==> src/rtl/sram_ctrl_pkg.sv <==
package sram_ctrl_pkg;

   typedef enum logic [2:0] {
      ST_IDLE,
      ST_W_SETUP,
      ST_W_PULSE,
      ST_W_HOLD,
      ST_R_ACCESS,
      ST_ACK
   } ctrl_state_e;

   // Round the access time up to whole clock periods, never below one.
   function automatic int unsigned wait_states(input int unsigned taa_ps,
                                               input int unsigned clk_ps);
      int unsigned n;
      n = (taa_ps + clk_ps - 1) / clk_ps;
      return (n < 1) ? 1 : n;
   endfunction

endpackage

==> src/rtl/sram_wait_timer.sv <==
module sram_wait_timer #(
   parameter int unsigned WAIT = 3
) (
   input  logic clk,
   input  logic rst_n,
   input  logic load,
   output logic expired
);
   localparam int unsigned CW = (WAIT > 1) ? $clog2(WAIT) : 1;
   localparam logic [CW-1:0] START = CW'(WAIT - 1);

   logic [CW-1:0] cnt_q;

   always_ff @(posedge clk or negedge rst_n) begin
      if (!rst_n)
         cnt_q <= '0;
      else if (load)
         cnt_q <= START;
      else if (cnt_q != '0)
         cnt_q <= cnt_q - 1'b1;
   end

   assign expired = (cnt_q == '0);

   AST_TIMER_BOUND: assert property (@(posedge clk) disable iff (!rst_n)
      cnt_q <= START);
endmodule

==> src/rtl/sram_lane_map.sv <==
module sram_lane_map #(
   parameter int unsigned LANES  = 2,
   parameter int unsigned LANE_W = 8
) (
   input  logic [LANES-1:0]        mask,
   input  logic                    active,
   input  logic [LANES-1:0]        rd_mask,
   input  logic [LANES*LANE_W-1:0] bus_in,
   output logic [LANES-1:0]        lane_en_n,
   output logic [LANES*LANE_W-1:0] bus_masked
);
   for (genvar g = 0; g < LANES; g++) begin : g_lane
      assign lane_en_n[g] = !(active && mask[g]);
      assign bus_masked[g*LANE_W +: LANE_W] =
         rd_mask[g] ? bus_in[g*LANE_W +: LANE_W] : '0;
   end
endmodule

==> src/rtl/sram_async_ctrl.sv <==
module sram_async_ctrl
   import sram_ctrl_pkg::*;
#(
   parameter int unsigned ADDR_W  = 20,
   parameter int unsigned DATA_W  = 16,
   parameter int unsigned LANE_W  = 8,
   parameter int unsigned T_AA_PS = 10000,
   parameter int unsigned CLK_PS  = 4000
) (
   input  logic                        clk,
   input  logic                        rst_n,
   input  logic                        req,
   input  logic                        req_we,
   input  logic [ADDR_W-1:0]           req_addr,
   input  logic [DATA_W-1:0]           req_wdata,
   input  logic [DATA_W/LANE_W-1:0]    req_mask,
   output logic                        ack,
   output logic [DATA_W-1:0]           rdata,
   output logic [ADDR_W-1:0]           ram_addr,
   output logic                        ram_ce1_n,
   output logic                        ram_ce2,
   output logic                        ram_we_n,
   output logic                        ram_oe_n,
   output logic                        ram_ble_n,
   output logic                        ram_bhe_n,
   output logic [DATA_W-1:0]           ram_dq_out,
   output logic                        ram_dq_oe,
   input  logic [DATA_W-1:0]           ram_dq_in
);
   localparam int unsigned LANES = DATA_W / LANE_W;
   localparam int unsigned WAIT  = wait_states(T_AA_PS, CLK_PS);

   if (LANES != 2 || LANES * LANE_W != DATA_W) begin : g_bad_width
      $error("sram_async_ctrl: the bus must be two lanes wide");
   end
   if (ADDR_W < 1 || CLK_PS < 1) begin : g_bad_param
      $error("sram_async_ctrl: address width and clock period must be positive");
   end

   ctrl_state_e          state_q, state_d;
   logic [ADDR_W-1:0]    addr_q;
   logic [DATA_W-1:0]    wdata_q;
   logic [LANES-1:0]     mask_q, mask_d, lane_en_n_d;
   logic [DATA_W-1:0]    rd_masked;
   logic                 accept, expired, timer_load, active_d, writing_d;

   assign accept = (state_q == ST_IDLE) && req;

   always_comb begin
      state_d = state_q;
      unique case (state_q)
         ST_IDLE:
            if (req) begin
               if (req_mask == '0) state_d = ST_ACK;
               else if (req_we)    state_d = ST_W_SETUP;
               else                state_d = ST_R_ACCESS;
            end
         ST_W_SETUP:  state_d = ST_W_PULSE;
         ST_W_PULSE:  if (expired) state_d = ST_W_HOLD;
         ST_W_HOLD:   state_d = ST_ACK;
         ST_R_ACCESS: if (expired) state_d = ST_ACK;
         ST_ACK:      state_d = ST_IDLE;
         default:     state_d = ST_IDLE;
      endcase
   end

   assign timer_load = (state_d != state_q) &&
                       (state_d == ST_W_PULSE || state_d == ST_R_ACCESS);
   assign writing_d  = (state_d == ST_W_SETUP) || (state_d == ST_W_PULSE) ||
                       (state_d == ST_W_HOLD);
   assign active_d   = writing_d || (state_d == ST_R_ACCESS);
   assign mask_d     = accept ? req_mask : mask_q;

   sram_wait_timer #(.WAIT(WAIT)) u_timer (
      .clk     (clk),
      .rst_n   (rst_n),
      .load    (timer_load),
      .expired (expired)
   );

   sram_lane_map #(.LANES(LANES), .LANE_W(LANE_W)) u_lanes (
      .mask       (mask_d),
      .active     (active_d),
      .rd_mask    (mask_q),
      .bus_in     (ram_dq_in),
      .lane_en_n  (lane_en_n_d),
      .bus_masked (rd_masked)
   );

   always_ff @(posedge clk or negedge rst_n) begin
      if (!rst_n) begin
         state_q   <= ST_IDLE;
         addr_q    <= '0;
         wdata_q   <= '0;
         mask_q    <= '0;
         rdata     <= '0;
         ack       <= 1'b0;
         ram_ce1_n <= 1'b1;
         ram_ce2   <= 1'b0;
         ram_we_n  <= 1'b1;
         ram_oe_n  <= 1'b1;
         ram_ble_n <= 1'b1;
         ram_bhe_n <= 1'b1;
         ram_dq_oe <= 1'b0;
      end else begin
         state_q <= state_d;
         if (accept) begin
            addr_q  <= req_addr;
            wdata_q <= req_wdata;
            mask_q  <= req_mask;
         end
         if (state_q == ST_R_ACCESS && expired)
            rdata <= rd_masked;
         else if (accept && req_mask == '0)
            rdata <= '0;
         ack       <= (state_d == ST_ACK);
         ram_ce1_n <= !active_d;
         ram_ce2   <= active_d;
         ram_we_n  <= (state_d != ST_W_PULSE);
         ram_oe_n  <= (state_d != ST_R_ACCESS);
         ram_ble_n <= lane_en_n_d[0];
         ram_bhe_n <= lane_en_n_d[1];
         ram_dq_oe <= writing_d;
      end
   end

   assign ram_addr   = addr_q;
   assign ram_dq_out = wdata_q;

   AST_IDLE_RELEASED: assert property (@(posedge clk) disable iff (!rst_n)
      (state_q == ST_IDLE) |-> (ram_ce1_n && !ram_ce2 && ram_we_n && ram_oe_n &&
                                ram_ble_n && ram_bhe_n && !ram_dq_oe));
   AST_WE_SELECTED: assert property (@(posedge clk) disable iff (!rst_n)
      !ram_we_n |-> (!ram_ce1_n && ram_ce2 && ram_dq_oe));
   AST_WE_OE_EXCL: assert property (@(posedge clk) disable iff (!rst_n)
      !ram_oe_n |-> ram_we_n);
   AST_WE_ADDR_STABLE: assert property (@(posedge clk) disable iff (!rst_n)
      !ram_we_n |=> ($stable(ram_addr) && $stable(ram_ble_n) && $stable(ram_bhe_n)));
   AST_NO_CONTENTION: assert property (@(posedge clk) disable iff (!rst_n)
      !ram_oe_n |-> !ram_dq_oe);
   AST_TURNAROUND: assert property (@(posedge clk) disable iff (!rst_n)
      $fell(ram_oe_n) |-> !$past(ram_dq_oe));
   AST_ACK_PULSE: assert property (@(posedge clk) disable iff (!rst_n)
      ack |=> !ack);
   AST_NULL_NO_STROBE: assert property (@(posedge clk) disable iff (!rst_n)
      (state_q == ST_IDLE && req && req_mask == '0) |=>
         (ack && ram_ce1_n && ram_we_n && ram_oe_n && !ram_dq_oe));
   AST_ACCEPT_IDLE: assert property (@(posedge clk) disable iff (!rst_n)
      (state_q != ST_IDLE) |=> $stable(ram_addr));
endmodule

==> config.mk <==
export PLATFORM = sky130hd
export DESIGN_NAME = sram_async_ctrl
export DESIGN_NICKNAME = d
export VERILOG_FILES = /design/src/rtl/sram_ctrl_pkg.sv /design/src/rtl/sram_wait_timer.sv /design/src/rtl/sram_lane_map.sv /design/src/rtl/sram_async_ctrl.sv
export SDC_FILE = /design/constraint.sdc
export NUM_CORES = 1
export LEC_CHECK = 0
export CAP_MARGIN = 0
export CORE_ASPECT_RATIO = 2
export CORE_MARGIN = 2
export CORE_UTILIZATION = 41
export DETAILED_ROUTE_END_ITERATION = 10
export PLACE_DENSITY = 0.84
export SYNTH_ARGS = -nofsm -noshare
export SYNTH_HDL_FRONTEND = slang
export SYNTH_SLANG_ARGS = --single-unit
==> constraint.sdc <==
create_clock -name clk -period 2.1 [get_ports clk]
set_input_delay 0.63 -clock clk [delete_from_list [all_inputs] [get_ports clk]]
set_output_delay 0.63 -clock clk [all_outputs]
set_load 0.02 [all_outputs]
==> results.yml <==
synthesis:
  ys_seq_area_frac: 0.635
  ys_ff_latch: 67
  synth.net_count: 236
  async_flop_share: 1.00
  syn_avg_cell_area_um2: 15.0
  yosys.area_share.xor_xnor: 0.00661
  synthMuxAreaShare: 0.165
  dominantRegCellSynth: "dfrtp_1"
  synthCells: 177
  synth_edf_count: 0
  synth_area_um2: 2650
  synth_compound_gate_area_share: 0.104
  synthDistinctLibCells: 35
  synth_fa_ha_area_frac: 0.00472
  synth-simple-area-share: 0.0444
  yosys_warnings: 0
  synth_top_family_by_area: "multiplexers"
finish:
  mostFrequentLayoutCells: "clkdlybuf4s50_1, dfrtp_1, mux2_2"
  final_common_cell: "clkdlybuf4s50_1"
  diodes: 0
  fin_area_um2: 4250
  fin_cells: 396
  drive_gt1_frac: 0.203
  fill_cells: 461
  syn_to_final_growth_pct: 60.3
  nets: 364
setup_path:
  crit_family: "buffers and inverters"
  crit_buf_inv: 1
  crit_type: "flip-flop to output pin"
  cp.required_ns: 1.47
  crit_path_max_fanout: 1
  cp_cell_sequence: "clkdlybuf4s50_1"
  reg2reg_slack_ns: 0.40
  endpoint_kind: "output pin"
  startpoint_type: "flip-flop"
  critPathArrivalTime_ns: 1.43
  slowest_stage: "clkdlybuf4s50_1"
  max_stage_delay_ns: 0.59
floorplan:
  core_um2: 6260
  io-pin-count: 118
  dieArea_um2: 7160
  std_cell_rows: 41
  die_y_um: 118
  fp.dieW_um: 60.9
  start_util: 0.424
timing:
  finalCritPeriodShare: 0.983
  finalSetupViolCount: 0
  hold_viol: 0
  setup_slack_ns: 0.0364
  fin_skew_ns: 0.00517
  max_freq_ghz: 0.485
  worst_pin_slew_ns: 0.394
  slew_headroom: 0.737
  final.min_clock_period_ns: 2.06
  drv_slew: 0
  setup_tns_ns: 0
  rsz0062_at_grt: "false"
global_routing:
  gr-usage-all-layers: 0.201
  grt_pass1_vias: 2082
  grt_antenna_before_repair: 0
  grt.overflow.total: 0
  grt_max_degree: 68
  grt_first_pass_wirelength_mm: 10.4
routing:
  wl_per_cell_um: 16.4
  viasPerCell: 4.84
  drc: 0
  wl_mm: 6.50
  drt_pass1_iterations: 4
  ant_nets: 0
  drt_iter0_drc: 57
  num_vias: 1918
clocking:
  cts_buffer_depth: 2
  postCtsHoldBufs: 0
  ctsResizeCount: 0
  insertion_delay_ns: 0.33
  cts_setup_buffers: 0
  numCtsBuffers: 9
  root_buffer: "clkbuf_16"
  cts_tree: "built"
  cts_htree_levels: 3
  cts_sinks: 67
  path_clk_slew_ns: 0.05
worst_hold_path:
  hold_class: "input port to asynchronous set/reset pin"
placement:
  io_buffer_count: 117
  placedCellCount: 380
  post_dp_cell_area_um2: 3950
  dpl_worst_slack_ns: -0.111
  gp_congestion: 0.873
  dp_hpwl_mm: 4.87
status:
  status: "finished, final reports clean"
job:
  maxCapViolCount: 0
power:
  max-vdd-ir-drop_v: 0.000801
  p_leak_nw: 1.81
  powerDensity_nw_per_um2: 1590
  p_total_mw: 6.76
logic make-up (layout without fill, tap and decap cells):
logic type | after synthesis | count (layout)
buffers and inverters | 16 | 149
AO/OA/AOI/OAI | 34 | 34
adder cells (fa/ha/maj) | 1 | 1
flip-flops | 67 | 67
multiplexers | 39 | 39
AND/OR/NAND/NOR | 18 | 18
XOR/XNOR | 2 | 2
path summary, 6_finish.rpt:
path | startpoint | to | depth (start not counted)
worst min-delay path | rst_n | ram_dq_out[11] | 2
worst min register to register | ram_addr[19] | ram_addr[19] | 1
worst max-delay path | ram_bhe_n | ram_bhe_n | 1
min in group clk | ram_addr[19] | ram_addr[19] | 1
worst max register to register | state_q[1] | ram_addr[13] | 3
max in group asynchronous | rst_n | ram_oe_n | 2
cell usage after synthesis, types with 2 or more instances:
cell type	count	area share
and2_1	2	0.0047
nor2_1	4	0.0057
mux2_1	10	0.042
o21ai_0	3	0.0057
a22o_1	17	0.056
nand2_1	5	0.0071
o21a_1	3	0.0085
dfrtp_1	62	0.59
buf_2	2	0.0038
a211oi_1	2	0.0057
mux2_2	28	0.12
buf_6	4	0.017
dfstp_2	5	0.050
buf_4	4	0.011
inv_1	6	0.0085
through the flow:
| stage | utilization | hold WS [ns] |
|---|---|---|
| after floorplan | - | 0.334 |
| after global placement | 0.632 | 0.470 |
| after detailed placement | 0.632 | 0.479 |
| after CTS | 0.679 | 0.325 |
| after global routing | 0.679 | 0.350 |
| final | 0.679 | 0.310 |
power by group:
| group | switching (mW) | internal (mW) |
|---|---|---|
| logic | 1.42 | 1.63 |
| registers | 0.344 | 1.91 |
| clock network | 0.519 | 0.944 |
| total | 2.28 | 4.48 |
layer usage:
metal,share of wire,vias to the layer above,track usage
li1,-,898,-
met1,0.36,926,0.206
met2,0.54,74,0.335
met3,0.053,20,0.0538
met4,0.047,0,0.132
met5,0,-,0
cell type report:
| cell class | count | area, µm² | area share |
|---|---|---|---|
| Timing Repair Buffer | 127 | 1280 | 0.301 |
| Clock inverter | 5 | 52.6 | 0.0124 |
| Sequential cell | 67 | 1680 | 0.396 |
| Multi-Input combinational cell | 94 | 861 | 0.203 |
| Tap cell | 86 | 108 | 0.0253 |
| Clock buffer | 11 | 243 | 0.0571 |
| Inverter | 6 | 22.5 | 0.00530 |
registers in the layout, indices dropped and copies added, names as in the netlist, 2 cells and up:
name	cells
rdata	16
ram_addr	20
u_timer.cnt_q	2
ram_dq_out	16
mask_q	2
state_q	3
No activity file was read; power rests on OpenSTA's default activity.
